[src/rtl/pcm_fetch_pkg.sv]
package pcm_fetch_pkg;
  localparam int REG_IDX_W = 3;

  typedef enum logic [REG_IDX_W-1:0] {
    RI_CTRL      = 3'd0,
    RI_BUF_FIRST = 3'd1,
    RI_BUF_LAST  = 3'd2,
    RI_EVT_FLAGS = 3'd3,
    RI_EVT_EN    = 3'd4,
    RI_POS       = 3'd5
  } reg_idx_e;

  localparam int CTL_GO    = 0;
  localparam int CTL_LOOP  = 1;

  localparam int EVT_BEGIN  = 0;
  localparam int EVT_FINISH = 1;
  localparam int NUM_EVT    = 2;
endpackage

[src/rtl/pcm_fetch_fifo.sv]
module pcm_fetch_fifo #(
  parameter int DW    = 128,
  parameter int DEPTH = 2
) (
  input  logic          clk,
  input  logic          rst,
  input  logic          flush,
  input  logic          push,
  input  logic [DW-1:0] wdata,
  input  logic          pop,
  output logic [DW-1:0] rdata,
  output logic          full,
  output logic          empty
);
  localparam int AW    = (DEPTH > 1) ? $clog2(DEPTH) : 1;
  localparam int CNT_W = $clog2(DEPTH + 1);

  logic [DW-1:0]    store [DEPTH];
  logic [AW-1:0]    wr_ptr, rd_ptr;
  logic [CNT_W-1:0] cnt;

  assign full  = (cnt == CNT_W'(DEPTH));
  assign empty = (cnt == '0);
  assign rdata = store[rd_ptr];

  always_ff @(posedge clk) begin
    if (push) store[wr_ptr] <= wdata;
  end

  always_ff @(posedge clk) begin
    if (rst || flush) begin
      wr_ptr <= '0;
      rd_ptr <= '0;
      cnt    <= '0;
    end else begin
      if (push) wr_ptr <= (wr_ptr == AW'(DEPTH - 1)) ? '0 : wr_ptr + 1'b1;
      if (pop)  rd_ptr <= (rd_ptr == AW'(DEPTH - 1)) ? '0 : rd_ptr + 1'b1;
      case ({push, pop})
        2'b10:   cnt <= cnt + 1'b1;
        2'b01:   cnt <= cnt - 1'b1;
        default: cnt <= cnt;
      endcase
    end
  end

  assert_no_overflow_R5: assert property (@(posedge clk) disable iff (rst)
    push |-> !full);
  assert_no_underflow_R6: assert property (@(posedge clk) disable iff (rst)
    pop |-> !empty);
endmodule

[src/rtl/pcm_fetch_regs.sv]
module pcm_fetch_regs
  import pcm_fetch_pkg::*;
#(
  parameter int REG_W     = 32,
  parameter int ADDR_W    = 28,
  parameter int STORE_LSB = 3,
  parameter int CHUNK_LSB = 4,
  parameter int POS_W     = 16
) (
  input  logic                        clk,
  input  logic                        rst,
  input  logic                        reg_we,
  input  logic [REG_IDX_W-1:0]        reg_idx,
  input  logic [REG_W-1:0]            reg_wdata,
  output logic [REG_W-1:0]            reg_rdata,
  input  logic                        play_done,
  input  logic [POS_W-1:0]            pos,
  output logic                        busy,
  output logic                        loop_en,
  output logic                        start_pulse,
  output logic [ADDR_W-1:CHUNK_LSB]   first_chunk,
  output logic [ADDR_W-1:CHUNK_LSB]   last_chunk,
  output logic                        irq
);
  logic [ADDR_W-1:STORE_LSB] first_q, last_q;
  logic                      busy_q, loop_q, irq_q;
  logic [NUM_EVT-1:0]        flags_q, en_q, evt_set, evt_clr;
  logic [REG_W-1:0]          rd_next;
  logic                      cfg_wr, finish;
  logic                      unused_wbits;

  assign unused_wbits = ^reg_wdata;

  assign cfg_wr      = reg_we && !busy_q;
  assign start_pulse = cfg_wr && (reg_idx == RI_CTRL) && reg_wdata[CTL_GO];
  assign finish      = busy_q && play_done;

  assign evt_set[EVT_BEGIN]  = start_pulse;
  assign evt_set[EVT_FINISH] = finish;
  assign evt_clr = (reg_we && reg_idx == RI_EVT_FLAGS) ? reg_wdata[NUM_EVT-1:0] : '0;

  assign busy        = busy_q;
  assign loop_en     = loop_q;
  assign first_chunk = first_q[ADDR_W-1:CHUNK_LSB];
  assign last_chunk  = last_q[ADDR_W-1:CHUNK_LSB];
  assign irq         = irq_q;

  always_comb begin
    rd_next = '0;
    case (reg_idx)
      RI_CTRL: begin
        rd_next[CTL_GO]   = busy_q;
        rd_next[CTL_LOOP] = loop_q;
      end
      RI_BUF_FIRST: rd_next[ADDR_W-1:STORE_LSB] = first_q;
      RI_BUF_LAST:  rd_next[ADDR_W-1:STORE_LSB] = last_q;
      RI_EVT_FLAGS: rd_next[NUM_EVT-1:0]        = flags_q;
      RI_EVT_EN:    rd_next[NUM_EVT-1:0]        = en_q;
      RI_POS:       rd_next[POS_W-1:0]          = pos;
      default:      rd_next = '0;
    endcase
  end

  always_ff @(posedge clk) begin
    if (rst) begin
      first_q   <= '0;
      last_q    <= '0;
      loop_q    <= 1'b0;
      busy_q    <= 1'b0;
      flags_q   <= '0;
      en_q      <= '0;
      irq_q     <= 1'b0;
      reg_rdata <= '0;
    end else begin
      if (cfg_wr) begin
        case (reg_idx)
          RI_CTRL:      loop_q  <= reg_wdata[CTL_LOOP];
          RI_BUF_FIRST: first_q <= reg_wdata[ADDR_W-1:STORE_LSB];
          RI_BUF_LAST:  last_q  <= reg_wdata[ADDR_W-1:STORE_LSB];
          default: ;
        endcase
      end
      if (reg_we && reg_idx == RI_EVT_EN) en_q <= reg_wdata[NUM_EVT-1:0];
      if (start_pulse)  busy_q <= 1'b1;
      else if (finish)  busy_q <= 1'b0;
      flags_q   <= (flags_q & ~evt_clr) | evt_set;
      irq_q     <= |(flags_q & en_q);
      reg_rdata <= rd_next;
    end
  end

  assert_cfg_frozen_R3: assert property (@(posedge clk) disable iff (rst)
    (busy_q && reg_we && (reg_idx == RI_CTRL || reg_idx == RI_BUF_FIRST || reg_idx == RI_BUF_LAST))
      |=> ($stable(first_q) && $stable(last_q) && $stable(loop_q)));
  assert_begin_flag_R7: assert property (@(posedge clk) disable iff (rst)
    start_pulse |=> (flags_q[EVT_BEGIN] && busy_q));
  assert_flag_sticky_R8: assert property (@(posedge clk) disable iff (rst)
    1'b1 |=> ((flags_q & $past(flags_q & ~evt_clr)) == $past(flags_q & ~evt_clr)));
endmodule

[src/rtl/pcm_fetch_fetch.sv]
module pcm_fetch_fetch #(
  parameter int ADDR_W    = 28,
  parameter int CHUNK_LSB = 4
) (
  input  logic                      clk,
  input  logic                      rst,
  input  logic                      start_pulse,
  input  logic                      busy,
  input  logic                      loop_en,
  input  logic [ADDR_W-1:CHUNK_LSB] first_chunk,
  input  logic [ADDR_W-1:CHUNK_LSB] last_chunk,
  input  logic                      fifo_full,
  input  logic                      fifo_empty,
  input  logic                      mem_gnt,
  output logic                      mem_req,
  output logic [ADDR_W-1:0]         mem_addr,
  output logic                      push,
  output logic                      play_done
);
  logic [ADDR_W-1:CHUNK_LSB] ptr_q;
  logic                      req_q, done_q;

  assign mem_req   = req_q;
  assign mem_addr  = {ptr_q, {CHUNK_LSB{1'b0}}};
  assign push      = req_q && mem_gnt;
  assign play_done = done_q && fifo_empty;

  always_ff @(posedge clk) begin
    if (rst) begin
      ptr_q  <= '0;
      req_q  <= 1'b0;
      done_q <= 1'b1;
    end else if (start_pulse) begin
      ptr_q  <= first_chunk;
      req_q  <= 1'b0;
      done_q <= 1'b0;
    end else if (push) begin
      req_q <= 1'b0;
      if (ptr_q == last_chunk) begin
        if (loop_en) ptr_q  <= first_chunk;
        else         done_q <= 1'b1;
      end else begin
        ptr_q <= ptr_q + 1'b1;
      end
    end else if (!req_q) begin
      req_q <= busy && !done_q && !fifo_full;
    end
  end

  assert_req_hold_R4: assert property (@(posedge clk) disable iff (rst)
    (req_q && !mem_gnt) |=> (req_q && $stable(ptr_q)));
  assert_no_overfetch_R5: assert property (@(posedge clk) disable iff (rst)
    req_q |-> !fifo_full);
  assert_idle_quiet_R12: assert property (@(posedge clk) disable iff (rst)
    !busy |-> !req_q);
endmodule

[src/rtl/pcm_fetch_unpack.sv]
module pcm_fetch_unpack #(
  parameter int DW       = 128,
  parameter int SAMPLE_W = 16,
  parameter int POS_W    = 16
) (
  input  logic                clk,
  input  logic                rst,
  input  logic                start_pulse,
  input  logic                busy,
  input  logic                smp_req,
  input  logic                fifo_empty,
  input  logic [DW-1:0]       chunk,
  output logic                pop,
  output logic                smp_valid,
  output logic [SAMPLE_W-1:0] smp_data,
  output logic [POS_W-1:0]    pos
);
  localparam int SPC = DW / SAMPLE_W;
  localparam int IW  = (SPC > 1) ? $clog2(SPC) : 1;

  logic [IW-1:0]    idx_q;
  logic [POS_W-1:0] pos_q;
  logic             take;

  assign take = smp_req && busy && !fifo_empty;
  assign pop  = take && (idx_q == IW'(SPC - 1));
  assign pos  = pos_q;

  always_ff @(posedge clk) begin
    if (rst) begin
      idx_q     <= '0;
      pos_q     <= '0;
      smp_valid <= 1'b0;
      smp_data  <= '0;
    end else begin
      smp_valid <= take;
      if (take) smp_data <= chunk[int'(idx_q)*SAMPLE_W +: SAMPLE_W];
      if (start_pulse) begin
        idx_q <= '0;
        pos_q <= '0;
      end else if (take) begin
        idx_q <= (idx_q == IW'(SPC - 1)) ? '0 : idx_q + 1'b1;
        pos_q <= pos_q + 1'b1;
      end
    end
  end

  assert_valid_after_req_R6: assert property (@(posedge clk) disable iff (rst)
    smp_valid |-> $past(smp_req));
  assert_pos_hold_R10: assert property (@(posedge clk) disable iff (rst)
    (!take && !start_pulse) |=> $stable(pos_q));
endmodule

[src/rtl/pcm_fetch.sv]
module pcm_fetch
  import pcm_fetch_pkg::*;
#(
  parameter int REG_W     = 32,
  parameter int ADDR_W    = 28,
  parameter int STORE_LSB = 3,
  parameter int CHUNK_W   = 128,
  parameter int SAMPLE_W  = 16,
  parameter int POS_W     = 16,
  parameter int FIFO_DEPTH = 2
) (
  input  logic                 clk,
  input  logic                 rst,
  input  logic                 reg_we,
  input  logic [2:0]           reg_idx,
  input  logic [REG_W-1:0]     reg_wdata,
  output logic [REG_W-1:0]     reg_rdata,
  output logic                 mem_req,
  output logic [ADDR_W-1:0]    mem_addr,
  input  logic                 mem_gnt,
  input  logic [CHUNK_W-1:0]   mem_rdata,
  input  logic                 smp_req,
  output logic                 smp_valid,
  output logic [SAMPLE_W-1:0]  smp_data,
  output logic                 irq
);
  localparam int CHUNK_LSB = $clog2(CHUNK_W / 8);

  logic                      busy, loop_en, start_pulse, play_done;
  logic [ADDR_W-1:CHUNK_LSB] first_chunk, last_chunk;
  logic [POS_W-1:0]          pos;
  logic                      push, pop, fifo_full, fifo_empty;
  logic [CHUNK_W-1:0]        chunk;

  pcm_fetch_regs #(
    .REG_W(REG_W), .ADDR_W(ADDR_W), .STORE_LSB(STORE_LSB),
    .CHUNK_LSB(CHUNK_LSB), .POS_W(POS_W)
  ) u_regs (
    .clk(clk), .rst(rst), .reg_we(reg_we), .reg_idx(reg_idx),
    .reg_wdata(reg_wdata), .reg_rdata(reg_rdata), .play_done(play_done),
    .pos(pos), .busy(busy), .loop_en(loop_en), .start_pulse(start_pulse),
    .first_chunk(first_chunk), .last_chunk(last_chunk), .irq(irq)
  );

  pcm_fetch_fetch #(.ADDR_W(ADDR_W), .CHUNK_LSB(CHUNK_LSB)) u_fetch (
    .clk(clk), .rst(rst), .start_pulse(start_pulse), .busy(busy),
    .loop_en(loop_en), .first_chunk(first_chunk), .last_chunk(last_chunk),
    .fifo_full(fifo_full), .fifo_empty(fifo_empty), .mem_gnt(mem_gnt),
    .mem_req(mem_req), .mem_addr(mem_addr), .push(push), .play_done(play_done)
  );

  pcm_fetch_fifo #(.DW(CHUNK_W), .DEPTH(FIFO_DEPTH)) u_fifo (
    .clk(clk), .rst(rst), .flush(start_pulse), .push(push),
    .wdata(mem_rdata), .pop(pop), .rdata(chunk),
    .full(fifo_full), .empty(fifo_empty)
  );

  pcm_fetch_unpack #(.DW(CHUNK_W), .SAMPLE_W(SAMPLE_W), .POS_W(POS_W)) u_unpack (
    .clk(clk), .rst(rst), .start_pulse(start_pulse), .busy(busy),
    .smp_req(smp_req), .fifo_empty(fifo_empty), .chunk(chunk), .pop(pop),
    .smp_valid(smp_valid), .smp_data(smp_data), .pos(pos)
  );
endmodule

[config.mk]
export PLATFORM = sky130hd
export DESIGN_NAME = pcm_fetch
export DESIGN_NICKNAME = d
export VERILOG_FILES = /design/src/rtl/pcm_fetch_pkg.sv /design/src/rtl/pcm_fetch_fifo.sv /design/src/rtl/pcm_fetch_regs.sv /design/src/rtl/pcm_fetch_fetch.sv /design/src/rtl/pcm_fetch_unpack.sv /design/src/rtl/pcm_fetch.sv
export SDC_FILE = /design/constraint.sdc
export NUM_CORES = 1
export LEC_CHECK = 0
export BUFFER_PORTS_ARGS = -buffer_cell sky130_fd_sc_hd__buf_4
export CORE_ASPECT_RATIO = 1.2
export CORE_MARGIN = 8
export CORE_UTILIZATION = 45
export DETAILED_ROUTE_END_ITERATION = 16
export PLACE_DENSITY = 0.65
export SETUP_SLACK_MARGIN = 0.3
export SYNTH_ARGS = -nofsm -noshare
export SYNTH_HDL_FRONTEND = slang
export SYNTH_HIERARCHICAL = 1
export SYNTH_SLANG_ARGS = --single-unit
export TNS_END_PERCENT = 5
[constraint.sdc]
create_clock -name clk -period 9.25 [get_ports clk]
set_input_delay 1.3875 -clock clk [delete_from_list [all_inputs] [get_ports clk]]
set_output_delay 1.3875 -clock clk [all_outputs]
set_load 0.05 [all_outputs]
=== Yosys cells after proc, flatten, opt, wreduce, memory -nomap -nowiden ===
Memories as Yosys holds them, arrays and structs flattened. A register that Yosys moved wholly into a read port is not among the register bits.
Index checks and enable logic that the tools add are counted.

* Add/sub/neg operators: 7
* Eq/ne operators: 12
* Shift operators: 1
* Multiplexer cells: 23
* Bitwise logic cells: 5
* Reduce and logical (&&, ||, !) cells: 33

{| class="wikitable"
|+ Operator list
! cell !! number
|-
| indexed part select 128 x 8 -> 16 bit || 1
|-
| two-way mux 24 bit || 4
|-
| one-hot mux 13 bit (3 select lines) || 1
|-
| adder 24 x 1 -> 24 bit (second input constant) || 1
|-
| equality test 24 bit || 1
|-
| one-hot mux 12 bit (2 select lines) || 1
|-
| adder 16 x 1 -> 16 bit (second input constant) || 1
|-
| logical AND 1 bit || 13
|-
| two-way mux 1 bit || 13
|-
| equality test 3 bit (second input constant) || 3
|-
| one-hot mux 2 bit (4 select lines) || 1
|-
| AND reduction 2 bit || 4
|-
| nonzero test 2 bit || 4
|-
| equality test 3 x 2 -> 1 bit (second input constant) || 2
|-
| OR reduction 2 bit || 3
|-
| AND 2 bit || 2
|-
| equality test 2 bit (second input constant) || 2
|-
| zero test 1 bit || 4
|-
| one-hot mux 2 bit (2 select lines) || 1
|-
| adder 3 x 1 -> 3 bit (second input constant) || 1
|-
| equality test 3 x 1 -> 1 bit (second input constant) || 1
|-
| zero test 3 bit || 1
|-
| two-way mux 3 bit || 1
|-
| != test 3 x 2 -> 1 bit (second input constant) || 1
|-
| other kinds (13) || 14
|}

* Flip-flop bits (word level): 155
* RAM bits: 256
* Logic and storage cells: 102
* Memories kept: 1

{| class="wikitable"
|+ Memory list
! name !! depth !! width !! rd ports !! clocked after Yosys merged registers in !! write ports !! line !! RTL
|-
| u_fifo.store || 2 || 128 || 1 || 1 || 1 || pcm_fetch_fifo.sv:18 || <nowiki>logic [DW-1:0] store [DEPTH];</nowiki>
|}

=== Logic depth before layout (Yosys ltp) ===
* Word-level depth: 6
* Gate-level depth with buffers: 11

=== By module ===
The synthesis kept the hierarchy.

{| class="wikitable"
|+ Modules (own cells, without submodules)
! module !! instances !! cells each !! area each (µm²) !! sequential area each (µm²)
|-
| pcm_fetch_fifo || 1 || 420 || 9,411.5 || 7,787.5
|-
| pcm_fetch_regs || 1 || 412 || 3,950.0 || 1,701.6
|-
| pcm_fetch_unpack || 1 || 223 || 2,274.7 || 720.7
|-
| pcm_fetch_fetch || 1 || 247 || 2,073.2 || 520.5
|}

=== Least setup slack after synthesis ===
OpenSTA, ideal clock, no wires.

* Kind: input to register
* From: in mem_gnt
* To: mem u_fifo.store[0][0] (enable)
* Arrival: 6.982 ns
* Data required time: 8.634 ns
* Path slack: 1.651 ns
* Stages on the path: 3
* Buffers on the path: 0
* Cells stage by stage: and2_1 -> inv_1 -> nor2_1

* Cells in the longest elaborated chain, start to end: 3

{| class="wikitable"
|+ RTL lines
! what !! line !! RTL
|-
| start, declared || pcm_fetch.sv:20 || <nowiki>input logic mem_gnt,</nowiki>
|-
| logical AND 1 bit || pcm_fetch_fetch.sv:25 || <nowiki>assign push = req_q && mem_gnt;</nowiki>
|-
| two-way mux 1 bit || pcm_fetch_fifo.sv:27 || <nowiki>if (push) store[wr_ptr] <= wdata;</nowiki>
|-
| two-way mux 1 bit (implied by the code) || pcm_fetch_fifo.sv:27 ||
|-
| end, declared || pcm_fetch_fifo.sv:18 ||
|}

Every way passes these cells.

=== Worst setup path in the final report ===
* From: in reg_idx[2]
* To: reg u_fetch/ptr_q[11] (netlist bit)

* Cells in the longest elaborated chain, start to end: 5

{| class="wikitable"
|+ RTL lines
! what !! line !! RTL
|-
| start, declared || pcm_fetch.sv:15 || <nowiki>input logic [2:0] reg_idx,</nowiki>
|-
| zero test 3 bit (*) || pcm_fetch_regs.sv:35 || <nowiki>assign start_pulse = cfg_wr && (reg_idx == RI_CTRL) && reg_wdata[CTL_GO];</nowiki>
|-
| logical AND 1 bit (*) (2 in a row) || pcm_fetch_regs.sv:35 ||
|-
| via start_pulse || pcm_fetch.sv:29 || <nowiki>logic busy, loop_en, start_pulse, play_done;</nowiki>
|-
| != test 3 x 2 -> 1 bit (no source line) / nonzero test 2 bit (equally long branches) || -- ||
|-
| AND reduction 2 bit (no source line) || -- ||
|-
| end signal, assigned || pcm_fetch_fetch.sv:34 || <nowiki>ptr_q <= first_chunk;</nowiki>
|-
| end signal, assigned || pcm_fetch_fetch.sv:40 || <nowiki>if (loop_en) ptr_q <= first_chunk;</nowiki>
|-
| end signal, assigned || pcm_fetch_fetch.sv:43 || <nowiki>ptr_q <= ptr_q + 1'b1;</nowiki>
|-
| end, declared || pcm_fetch_fetch.sv:20 || <nowiki>logic [ADDR_W-1:CHUNK_LSB] ptr_q;</nowiki>
|}

The timed path passes the listed nets; every way through them passes the cells marked *.
A chain may end at the register's enable or synchronous reset.

==> impl_metrics.toml <==
[timing]
max_slew.worst_pin.slew_ns = 1.13
setup_viol = 0
post-route-min-period_ns = 3.80
hold_viol = 0
fin_setup_tns_ns = 0
finClkSkew_ns = 0.0150
rsz0062_at_grt = "false"
fin_crit_sh_pct = 41.1
fmax_ghz = 0.263
fin_hold_ws_ns = 0.478
drv_slew = 0
relSlewSlack_pct = 24.3
fin_ws_ns = 5.45

[routing]
drc = 0
wl_met3_um = 3220
wl_met1_um = 16500
wirelength_um = 41800
maxUsedRoutingLayer = "met5"
detailroute.via_count = 10700
wl_per_cell_um = 20.6
via_per_inst = 5.30
first_iter_violations = 575
drtPass1Iterations = 4
wl_met2_um = 20800
ant_nets = 0

[worst_setup_path]
cp-start-kind = "input port"
path_max_fanout = 33
cpMostUsedCell = "buf_4"
worstReg2RegStart = "u_fetch/ptr_q[4]"
cp-end-kind = "flop"
cp.required_ns = 9.63
worstReg2RegEnd = "u_fetch/ptr_q[11]"
worst_ep_arrival_time_ns = 4.18
critical-path-max-stage-delay_ns = 0.79
path_delay_family = "simple AND/OR/NAND/NOR gates"
crit_buf_inv = 3
rrSetupSlack_ns = 5.95
critical_path_class = "in2reg"
slowest_stage = "or2_1"
path_cells = "buf_4 -> nor3b_1 -> nand3_1 -> inv_1 -> or2_2 -> o32ai_4 -> buf_4 -> or2_1 -> o32ai_1"
r2r_cells = 7

[floorplanning]
coreArea_sq_mm = 0.0388
initial_utilization_pct = 45.6
rows = 79
die_w_um = 197
die_height_um = 233
io_pins = 247
die_area_sq_mm = 0.0460

[clock_network]
clock_sinks = 408
cts_resized = 0
cts_made_buffers = 43
cts-hold-fix-buffers = 0
post-cts-setup-buffers = 0
cts.path.max_buffers = 3
cts_tree = "done"
clk_transition_reported_paths_ns = 0.06
htreeDepth = 2
cts_root_buffer = "clkbuf_16"
clk_latency_ns = 0.55

[power]
peakVddDrop_uv = 184
p_per_area_mw_per_mm2 = 186
leakagePower_nw = 7.50

[cells_and_area]
stdcell_count = 2023
drive_gt1_share_pct = 34.0
areaGrowthSynthToFinish_pct = 18.1
regArea_sq_mm = 0.0107
final_util_pct = 53.8
fin_nets = 1637
n_fill_cell = 3282
multi_input_area_sq_mm = 0.00610

[status]
status = "complete, no violations"

[global_routing]
grt_antenna_before_repair = 4
grt_pass1_vias = 11300
grt.total_usage_pct = 17.8
grt_pass1_wl_um = 63700
grt-ovfl-total = 0
grt_start_max_net_pins = 84

[place]
dp.cells = 1945
pre_cts_slack_ns = 4.91
gp_congestion = 0.816
hpwl_um = 27700
portBuffers = 233

[logic_synthesis]
synth_commonest_cells = "edfxtp_1, dfxtp_1, mux2_2, nand2b_1, mux2i_1"
synth_cells = 1302
synthTopCellsByArea = "edfxtp_1, dfxtp_1, mux2_2, mux2i_1, mux4_2"
yosysTopAreaCell = "edfxtp_1"
ys_warn_count = 6
synth.top_cell.area_share_pct = 43.4
avgSynthCellArea_sq_um = 13.6
synth_edf_count = 256
yosysSeqAreaShare_pct = 60.6
synth_area_sq_mm = 0.0177
synth_cell_type_count = 61
async_flop_share_pct = 0
synth-main-ff-cell = "edfxtp_1"
ys_ff_latch = 408
yosysMostFrequentCell = "edfxtp_1"

[run]
drv_cap = 0

[min_path]
hold_path_depth = 2
min_path_type = "reg2reg"
holdPathEnd = "u_regs/last_q[3]"
hp-start = "u_regs/last_q[3]"
==> sequential cells by signal (all words and copies together) (netlist names), 3 cells and up, named ones only <==
register           count
u_fifo/store         256
u_regs/reg_rdata      28
u_unpack/idx_q         3
u_regs/last_q         25
u_unpack/pos          16
u_unpack/smp_data     16
u_fetch/ptr_q         24
u_regs/first_q        25
==> final cells by class <==
| type | instances | share of cell area (%) |
|---|---|---|
| flip-flops and latches | 408 | 51.3 |
| multi-input cells | 740 | 29.2 |
| repair buffers | 244 | 8.76 |
| clock buffers | 63 | 6.29 |
| well taps | 526 | 3.15 |
| clock inverters | 14 | 0.778 |
| inverters | 27 | 0.485 |
| diodes | 1 | 0.0120 |
==> power by group <==
| group | total [mW] | leakage (nW) | internal [mW] | switching, mW |
|---|---|---|---|---|
| Combinational | 0.191 | 3.25 | 0.0881 | 0.103 |
| Sequential | 1.94 | 3.53 | 1.94 | 0.00609 |
| Clock | 1.76 | 0.725 | 1.05 | 0.713 |
==> worst reg2reg max path, delay by kind of cell (launching register included) <==
| family | cells | cell delay (ns) |
|---|---|---|
| AND/OR/NAND/NOR | 3 | 1.60 |
| flip-flops | 1 | 0.49 |
| AO/OA/AOI/OAI | 2 | 0.48 |
| buffers and inverters | 1 | 0.39 |
| XOR/XNOR | 1 | 0.18 |
==> through the flow <==
| stage | area [sq um] | total power, mW |
|---|---|---|
| 2_1_floorplan | 17700 | 2.09 |
| 3_3_place_gp | 19400 | 2.17 |
| 3_5_place_dp | 19400 | 2.17 |
| 4_1_cts | 20900 | 3.94 |
| 5_1_grt | 20900 | 4.01 |
| 6_report | 20900 | 3.89 |
==> cell families (layout without fill, tap and decap cells) <==
group / Yosys count / after routing / synth area share (%)
multiplexers: 238 / 238 / 16.7
XOR/XNOR: 36 / 36 / 1.78
AND/OR/NAND/NOR: 318 / 318 / 9.82
adder cells (fa/ha/maj): 5 / 5 / 0.353
flip-flops: 408 / 408 / 60.6
other: 2 / 9 / 0.0424
AO/OA/AOI/OAI: 135 / 135 / 5.55
buffers and inverters: 160 / 348 / 5.21
==> per-layer routing <==
metal	GRT usage, %	up-vias
met5	0	-
met4	5.93	6
met3	5.36	75
met2	31.1	337
met1	20.7	5223
li1	-	5081
==> cells in the final DEF, fill, tap and decap left out, types with 43 or more instances in the layout <==
cell type / n
a21oi_1: 47
nand2b_1: 77
dfxtp_1: 149
nand2_1: 43
nor2_1: 65
edfxtp_1: 256
buf_4: 244
clkbuf_16: 46
mux2_2: 133
mux2i_1: 73
==> worst max path at each step <==
| stage | start | to | slack (ns) | cells past startpoint |
|---|---|---|---|---|
| 2_1_floorplan | mem_gnt | u_fifo/store[0][0] | 1.65 | 3 |
| 3_3_place_gp | reg_idx[2] | u_fetch/ptr_q[15] | 4.91 | 9 |
| 3_5_place_dp | reg_idx[2] | u_fetch/ptr_q[11] | 4.91 | 9 |
| 4_1_cts | reg_idx[2] | u_fetch/ptr_q[11] | 5.50 | 9 |
| 5_1_grt | reg_idx[2] | u_fetch/ptr_q[11] | 5.35 | 9 |
| 6_report | reg_idx[2] | u_fetch/ptr_q[11] | 5.45 | 9 |
Power figures use the tool's default switching activity.
